## src/rtl/irqc_pkg.sv

```systemverilog
package irqc_pkg;
  // Word indices of the register port (byte offset >> 2)
  localparam int unsigned IDX_STATUS   = 0;
  localparam int unsigned IDX_RAW      = 1;
  localparam int unsigned IDX_EN_SET   = 2;
  localparam int unsigned IDX_EN_CLR   = 3;
  localparam int unsigned IDX_SOFT_SET = 4;
  localparam int unsigned IDX_SOFT_CLR = 5;
  localparam int unsigned IDX_PT_SET   = 8;
  localparam int unsigned IDX_PT_CLR   = 9;
endpackage

```

## src/rtl/irqc_regs.sv

```systemverilog
module irqc_regs #(
  parameter int N_IRQ = 32,
  parameter int IDX_W = 10,
  parameter int PT_LO = 21,
  parameter int PT_HI = 30
) (
  input  logic             clk,
  input  logic             rst,
  input  logic             wr_en,
  input  logic [IDX_W-1:0] wr_idx,
  input  logic [N_IRQ-1:0] wr_data,
  output logic [N_IRQ-1:0] mask_q,
  output logic [N_IRQ-1:0] pass_q,
  output logic [N_IRQ-1:0] mask_d,
  output logic [N_IRQ-1:0] pass_d
);
  import irqc_pkg::*;

  function automatic logic [N_IRQ-1:0] span_mask();
    logic [N_IRQ-1:0] m;
    m = '0;
    for (int b = PT_LO; b <= PT_HI; b++) m[b] = 1'b1;
    return m;
  endfunction

  localparam logic [N_IRQ-1:0] PT_MASK = span_mask();
  localparam logic [IDX_W-1:0] I_EN_SET   = IDX_W'(IDX_EN_SET);
  localparam logic [IDX_W-1:0] I_EN_CLR   = IDX_W'(IDX_EN_CLR);
  localparam logic [IDX_W-1:0] I_SOFT_SET = IDX_W'(IDX_SOFT_SET);
  localparam logic [IDX_W-1:0] I_SOFT_CLR = IDX_W'(IDX_SOFT_CLR);
  localparam logic [IDX_W-1:0] I_PT_SET   = IDX_W'(IDX_PT_SET);
  localparam logic [IDX_W-1:0] I_PT_CLR   = IDX_W'(IDX_PT_CLR);

  logic data_nz;
  assign data_nz = |wr_data;

  always_comb begin
    mask_d = mask_q;
    pass_d = pass_q;
    if (wr_en) begin
      case (wr_idx)
        I_EN_SET:   mask_d = mask_q | wr_data;
        I_EN_CLR:   mask_d = mask_q & ~wr_data;
        I_SOFT_SET: if (data_nz) mask_d[0] = 1'b1;
        I_SOFT_CLR: if (data_nz) mask_d[0] = 1'b0;
        I_PT_SET:   pass_d = pass_q | (wr_data & PT_MASK);
        I_PT_CLR:   pass_d = pass_q & ~wr_data;
        default: ;
      endcase
    end
  end

  always_ff @(posedge clk) begin
    if (rst) begin
      mask_q <= '0;
      pass_q <= '0;
    end else begin
      mask_q <= mask_d;
      pass_q <= pass_d;
    end
  end

  logic is_known;
  assign is_known = (wr_idx == I_EN_SET) || (wr_idx == I_EN_CLR) ||
                    (wr_idx == I_SOFT_SET) || (wr_idx == I_SOFT_CLR) ||
                    (wr_idx == I_PT_SET) || (wr_idx == I_PT_CLR);

  a_r6_pass_range: assert property (@(posedge clk) disable iff (rst)
    (pass_q & ~PT_MASK) == '0);

  a_r4_set_lands: assert property (@(posedge clk) disable iff (rst)
    (wr_en && wr_idx == I_EN_SET) |=> ((mask_q & $past(wr_data)) == $past(wr_data)));

  a_r4_clr_lands: assert property (@(posedge clk) disable iff (rst)
    (wr_en && wr_idx == I_EN_CLR) |=> ((mask_q & $past(wr_data)) == '0));

  a_r5_zero_soft_noop: assert property (@(posedge clk) disable iff (rst)
    (wr_en && (wr_idx == I_SOFT_SET || wr_idx == I_SOFT_CLR) && !data_nz)
      |=> $stable(mask_q));

  a_r7_pt_clr_lands: assert property (@(posedge clk) disable iff (rst)
    (wr_en && wr_idx == I_PT_CLR) |=> ((pass_q & $past(wr_data)) == '0));

  a_r10_unlisted_noop: assert property (@(posedge clk) disable iff (rst)
    (wr_en && !is_known) |=> ($stable(mask_q) && $stable(pass_q)));
endmodule

```

## src/rtl/irqc_lines.sv

```systemverilog
module irqc_lines #(
  parameter int N_IRQ    = 32,
  parameter int COMB_IDX = 31,
  parameter int PT_LO    = 21,
  parameter int PT_HI    = 30
) (
  input  logic             clk,
  input  logic             rst,
  input  logic [N_IRQ-1:0] irq_in,
  input  logic [N_IRQ-1:0] mask_d,
  input  logic [N_IRQ-1:0] pass_d,
  input  logic [N_IRQ-1:0] mask_q,
  input  logic [N_IRQ-1:0] pass_q,
  output logic [N_IRQ-1:0] raw_q,
  output logic [N_IRQ-1:0] irq_up
);
  always_ff @(posedge clk) begin
    if (rst) raw_q <= '0;
    else     raw_q <= irq_in;
  end

  a_r2_raw_tracks: assert property (@(posedge clk) disable iff (rst)
    1'b1 |=> (raw_q == $past(irq_in)));

  for (genvar i = 0; i < N_IRQ; i++) begin : g_line
    if (i == COMB_IDX) begin : g_comb
      always_ff @(posedge clk) begin
        if (rst) irq_up[i] <= 1'b0;
        else     irq_up[i] <= |(irq_in & mask_d);
      end
      a_r3_comb_level: assert property (@(posedge clk) disable iff (rst)
        irq_up[i] == |(raw_q & mask_q));
    end else if (i >= PT_LO && i <= PT_HI) begin : g_pass
      always_ff @(posedge clk) begin
        if (rst) irq_up[i] <= 1'b0;
        else     irq_up[i] <= pass_d[i] & irq_in[i];
      end
      a_r8_pass_follows: assert property (@(posedge clk) disable iff (rst)
        pass_q[i] |-> (irq_up[i] == raw_q[i]));
      a_r8_pass_blocked: assert property (@(posedge clk) disable iff (rst)
        !pass_q[i] |-> !irq_up[i]);
    end else begin : g_quiet
      always_ff @(posedge clk) begin
        irq_up[i] <= 1'b0;
      end
      a_r9_quiet_low: assert property (@(posedge clk) disable iff (rst)
        !irq_up[i]);
    end
  end
endmodule

```

## src/rtl/irqc_rdmux.sv

```systemverilog
module irqc_rdmux #(
  parameter int N_IRQ = 32,
  parameter int IDX_W = 10
) (
  input  logic [IDX_W-1:0] rd_idx,
  input  logic [N_IRQ-1:0] raw_q,
  input  logic [N_IRQ-1:0] mask_q,
  input  logic [N_IRQ-1:0] pass_q,
  output logic [N_IRQ-1:0] rd_data
);
  import irqc_pkg::*;

  localparam logic [IDX_W-1:0] I_STATUS = IDX_W'(IDX_STATUS);
  localparam logic [IDX_W-1:0] I_RAW    = IDX_W'(IDX_RAW);
  localparam logic [IDX_W-1:0] I_MASK   = IDX_W'(IDX_EN_SET);
  localparam logic [IDX_W-1:0] I_SOFT   = IDX_W'(IDX_SOFT_SET);
  localparam logic [IDX_W-1:0] I_PT     = IDX_W'(IDX_PT_SET);

  always_comb begin
    rd_data = '0;
    case (rd_idx)
      I_STATUS: rd_data = raw_q & mask_q;
      I_RAW:    rd_data = raw_q;
      I_MASK:   rd_data = mask_q;
      I_SOFT:   rd_data[0] = raw_q[0];
      I_PT:     rd_data = pass_q;
      default:  rd_data = '0;
    endcase
  end
endmodule

```

## src/rtl/irqc_cascade.sv

```systemverilog
module irqc_cascade #(
  parameter int N_IRQ    = 32,
  parameter int ADDR_W   = 12,
  parameter int COMB_IDX = 31,
  parameter int PT_LO    = 21,
  parameter int PT_HI    = 30
) (
  input  logic              clk,
  input  logic              rst,
  input  logic [N_IRQ-1:0]  irq_in,
  input  logic              psel,
  input  logic              penable,
  input  logic              pwrite,
  input  logic [ADDR_W-1:0] paddr,
  input  logic [N_IRQ-1:0]  pwdata,
  output logic [N_IRQ-1:0]  prdata,
  output logic [N_IRQ-1:0]  irq_up
);
  localparam int IDX_W = ADDR_W - 2;

  logic [IDX_W-1:0] idx;
  logic             wr_en;
  logic [N_IRQ-1:0] mask_q, pass_q, mask_d, pass_d, raw_q;
  logic [1:0]       unused_byte_lane;

  assign idx              = paddr[ADDR_W-1:2];
  assign unused_byte_lane = paddr[1:0];
  assign wr_en            = psel & penable & pwrite;

  irqc_regs #(.N_IRQ(N_IRQ), .IDX_W(IDX_W), .PT_LO(PT_LO), .PT_HI(PT_HI)) regs_i (
    .clk(clk), .rst(rst), .wr_en(wr_en), .wr_idx(idx), .wr_data(pwdata),
    .mask_q(mask_q), .pass_q(pass_q), .mask_d(mask_d), .pass_d(pass_d)
  );

  irqc_lines #(.N_IRQ(N_IRQ), .COMB_IDX(COMB_IDX), .PT_LO(PT_LO), .PT_HI(PT_HI)) lines_i (
    .clk(clk), .rst(rst), .irq_in(irq_in), .mask_d(mask_d), .pass_d(pass_d),
    .mask_q(mask_q), .pass_q(pass_q), .raw_q(raw_q), .irq_up(irq_up)
  );

  irqc_rdmux #(.N_IRQ(N_IRQ), .IDX_W(IDX_W)) rdmux_i (
    .rd_idx(idx), .raw_q(raw_q), .mask_q(mask_q), .pass_q(pass_q), .rd_data(prdata)
  );
endmodule

```

## config.mk

```make
export PLATFORM = sky130hd
export DESIGN_NAME = irqc_cascade
export DESIGN_NICKNAME = d
export VERILOG_FILES = /design/src/rtl/irqc_pkg.sv /design/src/rtl/irqc_regs.sv /design/src/rtl/irqc_lines.sv /design/src/rtl/irqc_rdmux.sv /design/src/rtl/irqc_cascade.sv
export SDC_FILE = /design/constraint.sdc
export NUM_CORES = 1
export LEC_CHECK = 0
export CAP_MARGIN = 30
export CORE_AREA = 4 4 113 115
export CTS_BUF_LIST = sky130_fd_sc_hd__clkbuf_4 sky130_fd_sc_hd__clkbuf_8 sky130_fd_sc_hd__clkbuf_16
export DETAILED_ROUTE_END_ITERATION = 7
export DIE_AREA = 0 0 117 119
export DONT_BUFFER_PORTS = 1
export HOLD_SLACK_MARGIN = 0.03
export SLEW_MARGIN = 20
export SYNTH_ARGS = -nofsm -noshare
export SYNTH_HDL_FRONTEND = slang
export SYNTH_SLANG_ARGS = --single-unit
```

## constraint.sdc

```tcl
create_clock -name clk -period 2.1 [get_ports clk]
set_input_delay 0.105 -clock clk [delete_from_list [all_inputs] [get_ports clk]]
set_output_delay 0.105 -clock clk [all_outputs]
set_load 0.05 [all_outputs]
```

# Yosys cells after proc, flatten, opt, wreduce, memory -nomap -nowiden
# Index checks and enable logic that the tools add are counted.
dict set report word_totals {
  output_inout_bits 64
  word_cells 56
  reg_bits 107
}
dict set report op_classes {
  eq_ne 7
  n_reduce_logical 6
  n_bitwise 19
  mux 9
}
# op count
set ops {}
lappend ops {{32-bit AND} 4}
lappend ops {{31-bit one-hot mux with 4 select lines} 1}
lappend ops {{32-bit one-hot mux with 2 select lines} 1}
lappend ops {{32-bit OR reduction} 2}
lappend ops {{31-bit one-hot mux with 2 select lines} 1}
lappend ops {{32-bit 2-to-1 mux} 1}
lappend ops {{32-bit inverter} 1}
lappend ops {{32-bit by 31-bit bitwise OR with 32-bit output} 1}
lappend ops {{32-bit bitwise OR} 1}
lappend ops {{31-bit 2-to-1 mux} 1}
lappend ops {{10-bit by 2-bit equality test with 1-bit output, second input constant} 2}
lappend ops {{10-bit by 3-bit equality test with 1-bit output, second input constant} 2}
lappend ops {{10-bit by 4-bit equality test with 1-bit output, second input constant} 2}
lappend ops {{1-bit AND} 12}
lappend ops {{10-bit by 1-bit equality test with 1-bit output, second input constant} 1}
lappend ops {{10-bit logical NOT} 1}
lappend ops {{1-bit one-hot mux with 4 select lines} 2}
lappend ops {{1-bit 2-to-1 mux} 2}
lappend ops {{2-bit AND reduction} 1}
lappend ops {{2-bit nonzero test} 1}
lappend ops {{2-bit OR reduction} 1}

# Logic depth before layout (Yosys ltp)
# Gate-level depths: netlist of the first run.
dict set report logic_depth {
  word_depth 6
  mapped_depth 9
  mapped_depth_nobuf 7
}

# Hierarchy
# Synthesis of the first run repeated with hierarchy kept, for this count alone.
dict set report hier_totals {
  cells_unflattened 658
  hier_area_um2 5967.0
}
# module cells_per_inst n_inst area_per_inst_um2
set modules_own_cells {}
lappend modules_own_cells {irqc_regs 366 1 3027.9}
lappend modules_own_cells {irqc_lines 132 1 1476.4}
lappend modules_own_cells {irqc_rdmux 159 1 1456.4}
lappend modules_own_cells {irqc_cascade 1 1 6.3}

# Worst setup path after synthesis of the first run
# OpenSTA, ideal clock, no wires.
dict set report synth_path {
  path_kind {input to output}
  startpoint {input port paddr[7]}
  endpoint {output port prdata[0]}
  path_stages 7
  slack_ps -554
  path_buffers 1
  arrival_ps 2549
  cell_sequence {nor4_4 nand3_1 or3b_1 nor2_1 buf_2 a21oi_1 o21ai_0}
}
dict set report synth_via {
  elab_chain_cells 3
  word_cells_on_any_way 7
}
# element line_no
set synth_lines {}
lappend synth_lines {{from (decl)} irqc_cascade.sv:14} ;# input logic [ADDR_W-1:0] paddr,
lappend synth_lines {{10-bit by 3-bit equality test with 1-bit output / 10-bit by 1-bit equality test with 1-bit output (equally long branches)} irqc_rdmux.sv:21} ;# case (rd_idx)
lappend synth_lines {{2-bit OR reduction (no line)} n/a}
lappend synth_lines {{1-bit one-hot mux with 4 select lines *} irqc_rdmux.sv:21}
lappend synth_lines {{to (decl)} irqc_cascade.sv:16} ;# output logic [N_IRQ-1:0] prdata,
# Every way passes the cells marked *; elsewhere a longest branch is shown, timed or not.

# Worst setup path after layout of the first run
dict set report layout_path {
  startpoint {input port paddr[7]}
  endpoint {output port prdata[17]}
}
dict set report layout_via {
  elab_chain_cells 2
  word_cells_on_any_way 5
}
# element line_no
set layout_lines {}
lappend layout_lines {{10-bit by 4-bit equality test with 1-bit output (tied with other cells)} irqc_rdmux.sv:21}
lappend layout_lines {{31-bit one-hot mux with 4 select lines *} irqc_rdmux.sv:21}
# Marked as above.

==> results of run 1 <==
==> kinds of logic (layout without fill, tap and decap cells) <==
| kind of cell | Yosys count | count (layout) |
|---|---|---|
| other | 1 | 21 |
| buffers and inverters | 110 | 186 |
| flip-flops | 107 | 107 |
| XOR/XNOR | 1 | 1 |
| AO/OA/AOI/OAI | 236 | 236 |
| AND/OR/NAND/NOR | 209 | 209 |
==> registers in the layout, summed over array words and instances (netlist names) <==
| signal | count |
|---|---|
| lines_i.raw_q | 32 |
| regs_i.mask_q | 32 |
| lines_i.irq_up | 11 |
| regs_i.pass_q | 32 |
==> layout by cell type, fill, tap and decap left out, types with 21 or more instances in the layout <==
cell	synthesis	final
dfxtp_1	107	107
a21oi_1	79	79
dlygate4sd3_1	0	66
a22oi_1	46	46
inv_1	43	43
nand3_1	41	41
nand2_1	41	41
o21ai_0	44	36
buf_12	0	34
nor2_1	33	32
o21ai_2	0	30
nor2b_1	23	23
conb_1	1	21
buf_4	22	21
==> worst reg2reg max path: cells and delay by family (launching register included) <==
family           cells  cell delay, ns
AO/OA/AOI/OAI        4            0.63
flip-flops           1            0.34
AND/OR/NAND/NOR      1            0.44
==> metal layers <==
metal / up-vias / GRT usage
met5: - / 0
li1: 2513 / -
met4: 0 / 0.120
met1: 2648 / 0.364
met3: 62 / 0.0645
met2: 328 / 0.420
==> report_power, final <==
| group | switching, mW | total [mW] | leakage [nW] | internal, mW |
|---|---|---|---|---|
| clock network | 0.794 | 1.79 | 0.152 | 0.995 |
| logic | 0.213 | 0.358 | 1.43 | 0.146 |
| registers | 0.0164 | 2.08 | 0.870 | 2.06 |
==> worst paths after layout <==
check                                      start                        endpoint  slack, ns  cells past startpoint
setup / recovery                        paddr[7]                      prdata[17]       0.09                      9
hold / removal                         pwdata[4]   regs_i.pass_q[4]$_SDFFE_PP0P_       0.04                      3
setup reg to reg    regs_i.mask_q[30]$_SDFF_PP0_   lines_i.irq_up[31]$_SDFF_PP0_       0.59                      5
hold reg to reg   regs_i.pass_q[16]$_SDFFE_PP0P_  regs_i.pass_q[16]$_SDFFE_PP0P_       0.44                      2
==> stage by stage <==
stage               setup TNS [ns]  setup slack [ns]  utilization
floorplan                   -0.177            -0.177            -
global placement                 0            0.0677        0.519
detailed placement               0            0.0626        0.519
CTS                              0            0.0560        0.604
global route              -0.00977          -0.00977        0.608
finish                           0            0.0890        0.608
==> layout make-up <==
cell class	instances	area (µm²)
fill	1011	4630
tap	147	184
timing repair buffer	127	1580
inverter	43	161
multi-input combinational	467	2800
clock buffer	11	253
clock inverter	5	60.1
sequential	107	2140
==> repair_timing <==
item / in CTS / in global routing
gates resized for setup: 0 / 11
endpoints found under the hold margin: 107 / 0
setup endpoints to repair: 0 / 27
buffers inserted: 0 / 0
hold buffers: 67 / 0
==> results by group, run 1 <==
Floorplan
  – Die area: 13900 µm²
  – Initial Utilization: 0.443
  – I/O Pins: 145
  – Row count: 40
  – Core box area: 11800 µm²
  – Die Span X: about 120 µm
  – Die height: 119 µm

Logic synthesis
  – Synth cell types: 49
  – Share of the synthesized area in the top cell type: 0.409
  – Dominant cells by area after synthesis: dfxtp_1 41%, a21oi_1 7.6%, a22oi_1 6.6%, o21ai_0 4.2%, nand3_1 3.9%
  – Syn avg cell area: 7.88 µm²
  – Largest area contributor in the netlist: dfxtp_1
  – Post-Syn Area: around 5200 µm²
  – Synth Register Bits: about 110
  – Synth top cells by count: 107 x dfxtp_1, 79 x a21oi_1, 46 x a22oi_1
  – Top_reg_cell synth: dfxtp_1
  – Largest family of logic cells by synthesized area: compound AO/OA/AOI/OAI gates
  – Compound-Gate Fraction of Synth Area: 0.268
  – Mux cell area share after synthesis: 0
  – Area share of and/or/nand/nor cells after synthesis: 0.222
  – Number of flops mapped to enable cells by yosys: 0
  – Yosys warnings: 0
  – Most common cell in the netlist: dfxtp_1
  – Synth Instances: 664
  – Ys async rst share: 0
  – Synth Area in Adders: 0
  – Xor-xnor portion of the synthesized cell area: 0.00167
  – Sequential share of the synthesized area: 0.409

Cells and area
  – Antenna diodes: 0
  – Layout cell share with drive strength beyond 1: 0.159
  – Fin area: 7180 µm²
  – Area Overhead vs Synth: 37.3%
  – Non-Filler Instances: 907
  – Final #Nets: between 800 and 900

Routing
  – DR WL met3: 1940 µm
  – DRT Wirelength: 19000 µm
  – DR pass1 iterations: 5
  – # DRC: 0
  – Vias per inst: between 6 and 7
  – DRT iter0 DRCs: 574
  – DR WL/cell: 21.0 µm
  – Final ANT Viol Nets: 0
  – Uppermost routed layer: met4
  – M1 wire length: 7540 µm
  – Total number of vias: 5551
  – Met2 WL: 8820 µm

STA
  – Final Max Slew Viols: 0
  – Final setup fails: 0
  – Max-slew headroom: 0.614
  – Fmax: 497 MHz
  – Unrepaired setup endpoints after global routing: true
  – Hold Slack: 0.0384 ns
  – Min Tclk post-route: 2.01 ns
  – Clock Skews: ~0.0079 ns
  – Fin crit share: 0.958
  – Worst Tran Pin Value: 0.578 ns
  – Hold Fails Final Rpt: 0

Critical path
  – Category of the most critical setup path: input port to output port
  – Setup crit start kind: input port
  – Critical Path, Cell by Cell: nor4_4 > buf_4 > nand3_1 > or3b_4 > nor2_4 > buf_6 > a21oi_1 > o21ai_2 > buf_12
  – Critical path required time: 2.00 ns
  – Type of destination of the critical path: output port
  – Crit path max fanout: 10
  – Worst Path Buf+Inv: 3
  – Worst path max stage delay: 0.41 ns
  – Top delay family on crit path: simple AND/OR/NAND/NOR gates
  – Max stage delay cell, worst path: or3b_4
  – CP arrival: 1.91 ns

Clocking
  – H-tree depth: 3
  – Sink Count: 107
  – CTS root buf: clkbuf_16
  – CTS clk-pin slew, worst paths: 0.07 ns
  – CTS tree: built
  – Clock buffer depth: 2
  – TritonCTS Buffers: 9
  – Clk_lat worst skew: 0.36 ns

Place
  – Inst Count DP: between 800 and 900
  – GPL Wtd Cong: 0.934
  – Post-detail-place hpwl: 13000 µm
  – Placed cell areas: 6130 µm²
  – Port-buffer cells: 0

Power
  – Pwr/cell area: 588 nW/µm²
  – VDD IR max: 0.444 mV
  – Static Leak: 2.45 nW
  – Power, Total: roughly 4.2 mW

Global route
  – Largest net degree at the start of global routing: 98
  – Gr ovfl total: 0
  – First-pass GRT wire length: 29700 µm
  – Total track usage: 0.274
  – Antenna violations before repair: 0
  – Vias in the first global route: 5436

Run status
  – Outcome: finished, final reports clean

Min path
  – Min-Delay Path Class: input port to register

Run
  – Max_cap viols: 0
No activity file was read; power rests on OpenSTA's default activity.
==> run 2: changes to the inputs <==
CELL_PAD_IN_SITES_DETAIL_PLACEMENT = 0   (was default)
CELL_PAD_IN_SITES_GLOBAL_PLACEMENT = 1   (was default)
PLACE_DENSITY_LB_ADDON = 0.1   (was default)
clock period = 2.13 ns   (was 2.1 ns; I/O delays follow)
==> run 2 against run 1 <==
  * Clock power is 12% lower
  * Register-to-register slack improved by 0.05 ns
  * Hold slack gained 0.0032 ns
  * Non-clock buffer count down 5
  * Combinational power down 2%
  * Global-route usage is essentially flat
  * Die area is the same
  * Routed wire length down 0.57%
  * Sequential share of layout area rose by 0.27 points
  * First-iteration DRC count down 5.9%
  * Final cell count is 0.55% lower
  * Critical path type unchanged
  * Critical endpoint unchanged
  * Largest power group unchanged
==> results by group, run 2 (synthesized netlist as in run 1, its figures left out) <==
Run status
  – Outcome: finished, final reports clean

Critical path
  – CP arrival: 1.93 ns
  – Top delay family on crit path: simple AND/OR/NAND/NOR gates
  – Max stage delay cell, worst path: or3b_1
  – Type of destination of the critical path: output port
  – Critical Path, Cell by Cell: nor4_4 > buf_4 > nand3_1 > or3b_1 > nor2_2 > buf_12 > a21oi_1 > o21ai_2 > buf_12
  – Worst path max stage delay: 0.41 ns
  – Cell mode on critical path: buf_12
  – Worst Path Buf+Inv: 3
  – Setup crit start kind: input port
  – Category of the most critical setup path: input port to output port
  – Crit path max fanout: 24
  – Critical path required time: 2.02 ns

Routing
  – Final ANT Viol Nets: 0
  – Total number of vias: between 5000 and 6000
  – DR pass1 iterations: 5
  – DRT Wirelength: 18900 µm
  – DR WL/cell: 21.0 µm
  – DRT iter0 DRCs: 540
  – Vias per inst: 5.98
  – # DRC: 0

Global route
  – Total track usage: 0.274
  – Met2 usage: 0.418
  – Vias in the first global route: 5277
  – Antenna violations before repair: 0
  – Gr ovfl total: 0
  – GRT Max-Usage Layer: met2
  – Largest net degree at the start of global routing: 98
  – Met3 usage: 0.106
  – First-pass GRT wire length: 29200 µm
  – Routing usage on met1: 0.344

Place
  – Port-buffer cells: 0
  – Post-detail-place hpwl: 12600 µm
  – Inst Count DP: 820
  – Place WS: 0.0559 ns
  – Placed cell areas: 6140 µm²
  – GPL Wtd Cong: 0.853

Cells and area
  – Largest registers: lines_i.raw_q: 32 flops, regs_i.mask_q: 32 flops, regs_i.pass_q: 32 flops
  – Antenna diodes: 0
  – Commonest non-fill, non-tap cells in the layout: 107 x dfxtp_1, 79 x a21oi_1, 65 x dlygate4sd3_1
  – Layout Utilization: 0.603
  – # fillers: 1072
  – Area Overhead vs Synth: 36.0%
  – Non-Filler Instances: about 900
  – Final #Nets: 831
  – Most common cell after layout, fill and taps aside: dfxtp_1
  – Fin area: 7120 µm²
  – Layout cell share with drive strength beyond 1: 0.154

STA
  – Unrepaired setup endpoints after global routing: false
  – Setup ws final: 0.0963 ns
  – Fin crit share: 0.955
  – Clock Skews: 0.00754 ns
  – Final setup fails: 0
  – Final Max Slew Viols: 0
  – Fmax: a little under 500 MHz
  – Hold Fails Final Rpt: 0
  – Min Tclk post-route: between 2 and 2.5 ns
  – Hold Slack: approximately 0.042 ns
  – Setup TNS: 0 ns

Floorplan
  – Row count: 40
  – Core box area: approximately 12000 µm²
  – Initial Utilization: 0.443
  – Die Span X: approximately 120 µm
  – Die height: approximately 120 µm
  – Die area: 13900 µm²
  – I/O Pins: 145

Clocking
  – CTS root buf: clkbuf_16
  – Sink Count: 107
  – Clk_lat worst skew: roughly 0.36 ns
  – Clock buffer depth: 2
  – CTS clk-pin slew, worst paths: 0.07 ns
  – Setup Fix Bufs, Post-CTS: 0
  – TritonCTS Buffers: 9
  – CTS tree: built
  – H-tree depth: 3

Power
  – Pwr/cell area: 560 nW/µm²
  – VDD IR max: 0.578 mV
  – Static Leak: approximately 2.4 nW
  – Power, Total: 3.98 mW

Run
  – Max_cap viols: 0

Min path
  – Min-Delay Path Class: input port to register
-- run 2: changes by cell type in the layout (fill, tap and decap cells not counted), moves of 3 or more --
| cell | change |
|---|---|
| buf_6 | -3 |
| clkinv_2 | +3 |
| buf_4 | -4 |
| buf_12 | +3 |
-- run 2: metal layers --
metal,vias to the layer above,wire (µm)
li1,2498,-
met4,0,645
met2,270,8650
met3,48,2120
met1,2577,7510
met5,-,0
-- run 2: final timing paths --
| kind | startpoint | slack, ns | depth (start not counted) | end |
|---|---|---|---|---|
| setup / recovery | paddr[7] | 0.1 | 9 | prdata[17] |
| hold / removal | pwdata[13] | 0.04 | 3 | regs_i.pass_q[13]$_SDFFE_PP0P_ |
| setup reg to reg | regs_i.mask_q[30]$_SDFF_PP0_ | 0.64 | 5 | lines_i.irq_up[31]$_SDFF_PP0_ |
| hold reg to reg | regs_i.pass_q[16]$_SDFFE_PP0P_ | 0.45 | 2 | regs_i.pass_q[16]$_SDFFE_PP0P_ |
-- run 2: area by class of cell --
| type | count | area (µm²) | share of cell area |
|---|---|---|---|
| inverter | 43 | 161 | 0.0227 |
| clock buffer | 11 | 246 | 0.0346 |
| sequential | 107 | 2140 | 0.301 |
| clock inverter | 5 | 28.8 | 0.00404 |
| tap | 147 | 184 | 0.0258 |
| multi-input combinational | 467 | 2790 | 0.391 |
| timing repair buffer | 122 | 1570 | 0.220 |
-- run 2: worst register-to-register path: stages (launching register included) --
cell and delay [ns]:
dfxtp_1 0.33, o211ai_1 0.16, o2111ai_1 0.15, nor4_1 0.34, a41oi_1 0.22, a21o_1 0.20
-- run 2: where the power goes --
part / internal (mW) / switching [mW]
logic: 0.144 / 0.208
registers: 2.03 / 0.0163
clock network: 0.833 / 0.750
total: 3.01 / 0.974
-- run 2: timing repair --
action | in CTS | in global routing
hold endpoints to repair | 107 | 0
resized for setup | 0 | 5
endpoints found under the setup margin | 0 | 4
hold buffers | 66 | 0
==> run 3: changes to the inputs <==
PLACE_DENSITY = 0.85   (was default)
PLACE_DENSITY_LB_ADDON = default   (was 0.1)
==> run 3 against run 2 <==
  * First-iteration DRC count up 21%
  * Sequential cell count unchanged
  * Register-to-register slack worse by 0.04 ns
  * Clock skew down 0.00090 ns
  * Total power up 6.3%
  * Maximum frequency down 0.48%
  * Routed wire length up 3.8%
  * Combinational power up 2%
  * Hold slack worse by 0.011 ns
  * Worst setup slack worse by 0.0098 ns
  * Clock power up 15%
  * Highest routed layer unchanged
  * Global-route usage up 1.2 points
==> results by group, run 3 (synthesized netlist as in run 1, its figures left out) <==
Cells and area
  – Antenna diodes: 0
  – Area Overhead vs Synth: 38.0%
  – Commonest non-fill, non-tap cells in the layout: 107 x dfxtp_1, 79 x a21oi_1, 66 x dlygate4sd3_1
  – Layout Utilization: 0.611
  – Layout cell share with drive strength beyond 1: 0.158
  – Non-Filler Instances: 908
  – Final #Nets: ~840
  – Fin area: just over 7000 µm²
  – Largest registers: lines_i.raw_q: 32 flops, regs_i.mask_q: 32 flops, regs_i.pass_q: 32 flops
  – Most common cell after layout, fill and taps aside: dfxtp_1

STA
  – Unrepaired setup endpoints after global routing: false
  – Final setup fails: 0
  – Worst Tran Pin Value: 0.559 ns
  – Clock Skews: between 0.006 and 0.007 ns
  – Min Tclk post-route: 2.04 ns
  – Fin crit share: 0.959
  – Hold Fails Final Rpt: 0
  – Hold Slack: 0.0310 ns
  – Fmax: 489 MHz
  – Max-slew headroom: 0.627
  – Setup ws final: approximately 0.087 ns
  – Setup TNS: 0 ns
  – Final Max Slew Viols: 0

Floorplan
  – Row count: 40
  – Core box area: 11800 µm²
  – I/O Pins: 145
  – Die Span X: ~120 µm
  – Die area: 13900 µm²
  – Initial Utilization: 0.443
  – Die height: between 100 and 150 µm

Routing
  – # DRC: 0
  – Vias per inst: 6.25
  – DRT Wirelength: 19600 µm
  – Total number of vias: 5677
  – DRT iter0 DRCs: 655
  – Final ANT Viol Nets: 0
  – DR WL/cell: 21.6 µm
  – DR pass1 iterations: 5

Global route
  – Antenna violations before repair: 0
  – First-pass GRT wire length: 30800 µm
  – Largest net degree at the start of global routing: between 90 and 100
  – Gr ovfl total: 0
  – Vias in the first global route: 5760
  – Total track usage: 0.286

Clocking
  – CTS root buf: clkbuf_16
  – Clk_lat worst skew: 0.36 ns
  – CTS tree: built
  – TritonCTS Buffers: 9
  – Clock buffer depth: 2
  – CTS clk-pin slew, worst paths: 0.07 ns
  – H-tree depth: 3
  – Sink Count: ~110

Run
  – Max_cap viols: 0

Place
  – Port-buffer cells: 0
  – Place WS: 0.0275 ns
  – Placed cell areas: 6180 µm²
  – GPL Wtd Cong: 0.898
  – Post-detail-place hpwl: 13100 µm
  – Inst Count DP: 825

Critical path
  – R2R depth: 5
  – Critical path required time: 2.02 ns
  – Category of the most critical setup path: input port to output port
  – CP arrival: 1.94 ns
  – R2R Setup Slk: roughly 0.60 ns
  – Crit path max fanout: 21
  – R2R Path End: lines_i.irq_up[31]$_SDFF_PP0_
  – R2R Path Start: regs_i.mask_q[30]$_SDFF_PP0_
  – Setup crit start kind: input port
  – CP Launch Point: paddr[7]
  – Crit path capture: prdata[11]
  – Type of destination of the critical path: output port

Power
  – VDD IR max: 0.322 mV
  – Pwr/cell area: 587 nW/µm²
  – Power, Total: 4.23 mW
  – Static Leak: 2.46 nW
  – Clk pwr share: 0.431
  – Gate power share: 0.085
  – Reg power frac: 0.484
  – Psw: 0.992 mW
  – Internal power: 3.24 mW
  – Sw frac: 0.234

Min path
  – Min-Delay Path Class: input port to register

Run status
  – Outcome: finished, final reports clean
run 3: routing by layer:
layer,GRT usage,share of wire,up-vias
met1,0.354,0.38,2708
met4,0.151,0.058,0
li1,-,-,2509
met5,0,0,-
met3,0.0706,0.095,107
met2,0.452,0.47,353
run 3: timing repair:
action	4_1_cts	5_1_grt
setup endpoints to repair	0	2
hold endpoints to repair	107	0
gates resized for setup	0	4
buffers inserted	0	0
hold buffers	67	0
run 3: power groups by stage:
| stage | Combinational [mW] | Sequential [mW] | Clock [mW] |
|---|---|---|---|
| floorplan | 0.230 | 2.09 | 0 |
| finish | 0.360 | 2.05 | 1.82 |
| CTS | 0.352 | 2.05 | 1.84 |
| global route | 0.380 | 2.05 | 1.93 |
| detailed placement | 0.203 | 2.10 | 0 |
| global placement | 0.201 | 2.09 | 0 |
run 3: how the worst min path moves through the flow:
stage / cells past startpoint / slack (ns) / start / endpoint
2_1_floorplan: 1 / 0.19 / pwdata[0] / regs_i.pass_q[0]$_SDFFE_PP0P_
3_3_place_gp: 1 / 0.19 / rst / lines_i.raw_q[0]$_SDFF_PP0_
3_5_place_dp: 1 / 0.19 / rst / lines_i.raw_q[0]$_SDFF_PP0_
4_1_cts: 3 / 0.03 / pwdata[14] / regs_i.mask_q[14]$_SDFF_PP0_
5_1_grt: 3 / 0.05 / pwdata[14] / regs_i.mask_q[14]$_SDFF_PP0_
6_report: 3 / 0.03 / paddr[5] / regs_i.pass_q[12]$_SDFFE_PP0P_
run 3: final cells by class:
type / instances / area (µm²)
tap: 147 / 184
sequential: 107 / 2140
fill: 981 / 4590
inverter: 43 / 161
clock buffer: 10 / 239
timing repair buffer: 128 / 1610
clock inverter: 6 / 88.8
multi-input combinational: 467 / 2790
run 3: worst max-delay path, cell delays in order:
cell and delay, ns:
nor4_4 0.29, buf_4 0.17, nand3_1 0.08, or3b_1 0.40, nor2_2 0.17, buf_12 0.20, a21oi_1 0.07, o21ai_2 0.27
buf_12 0.18
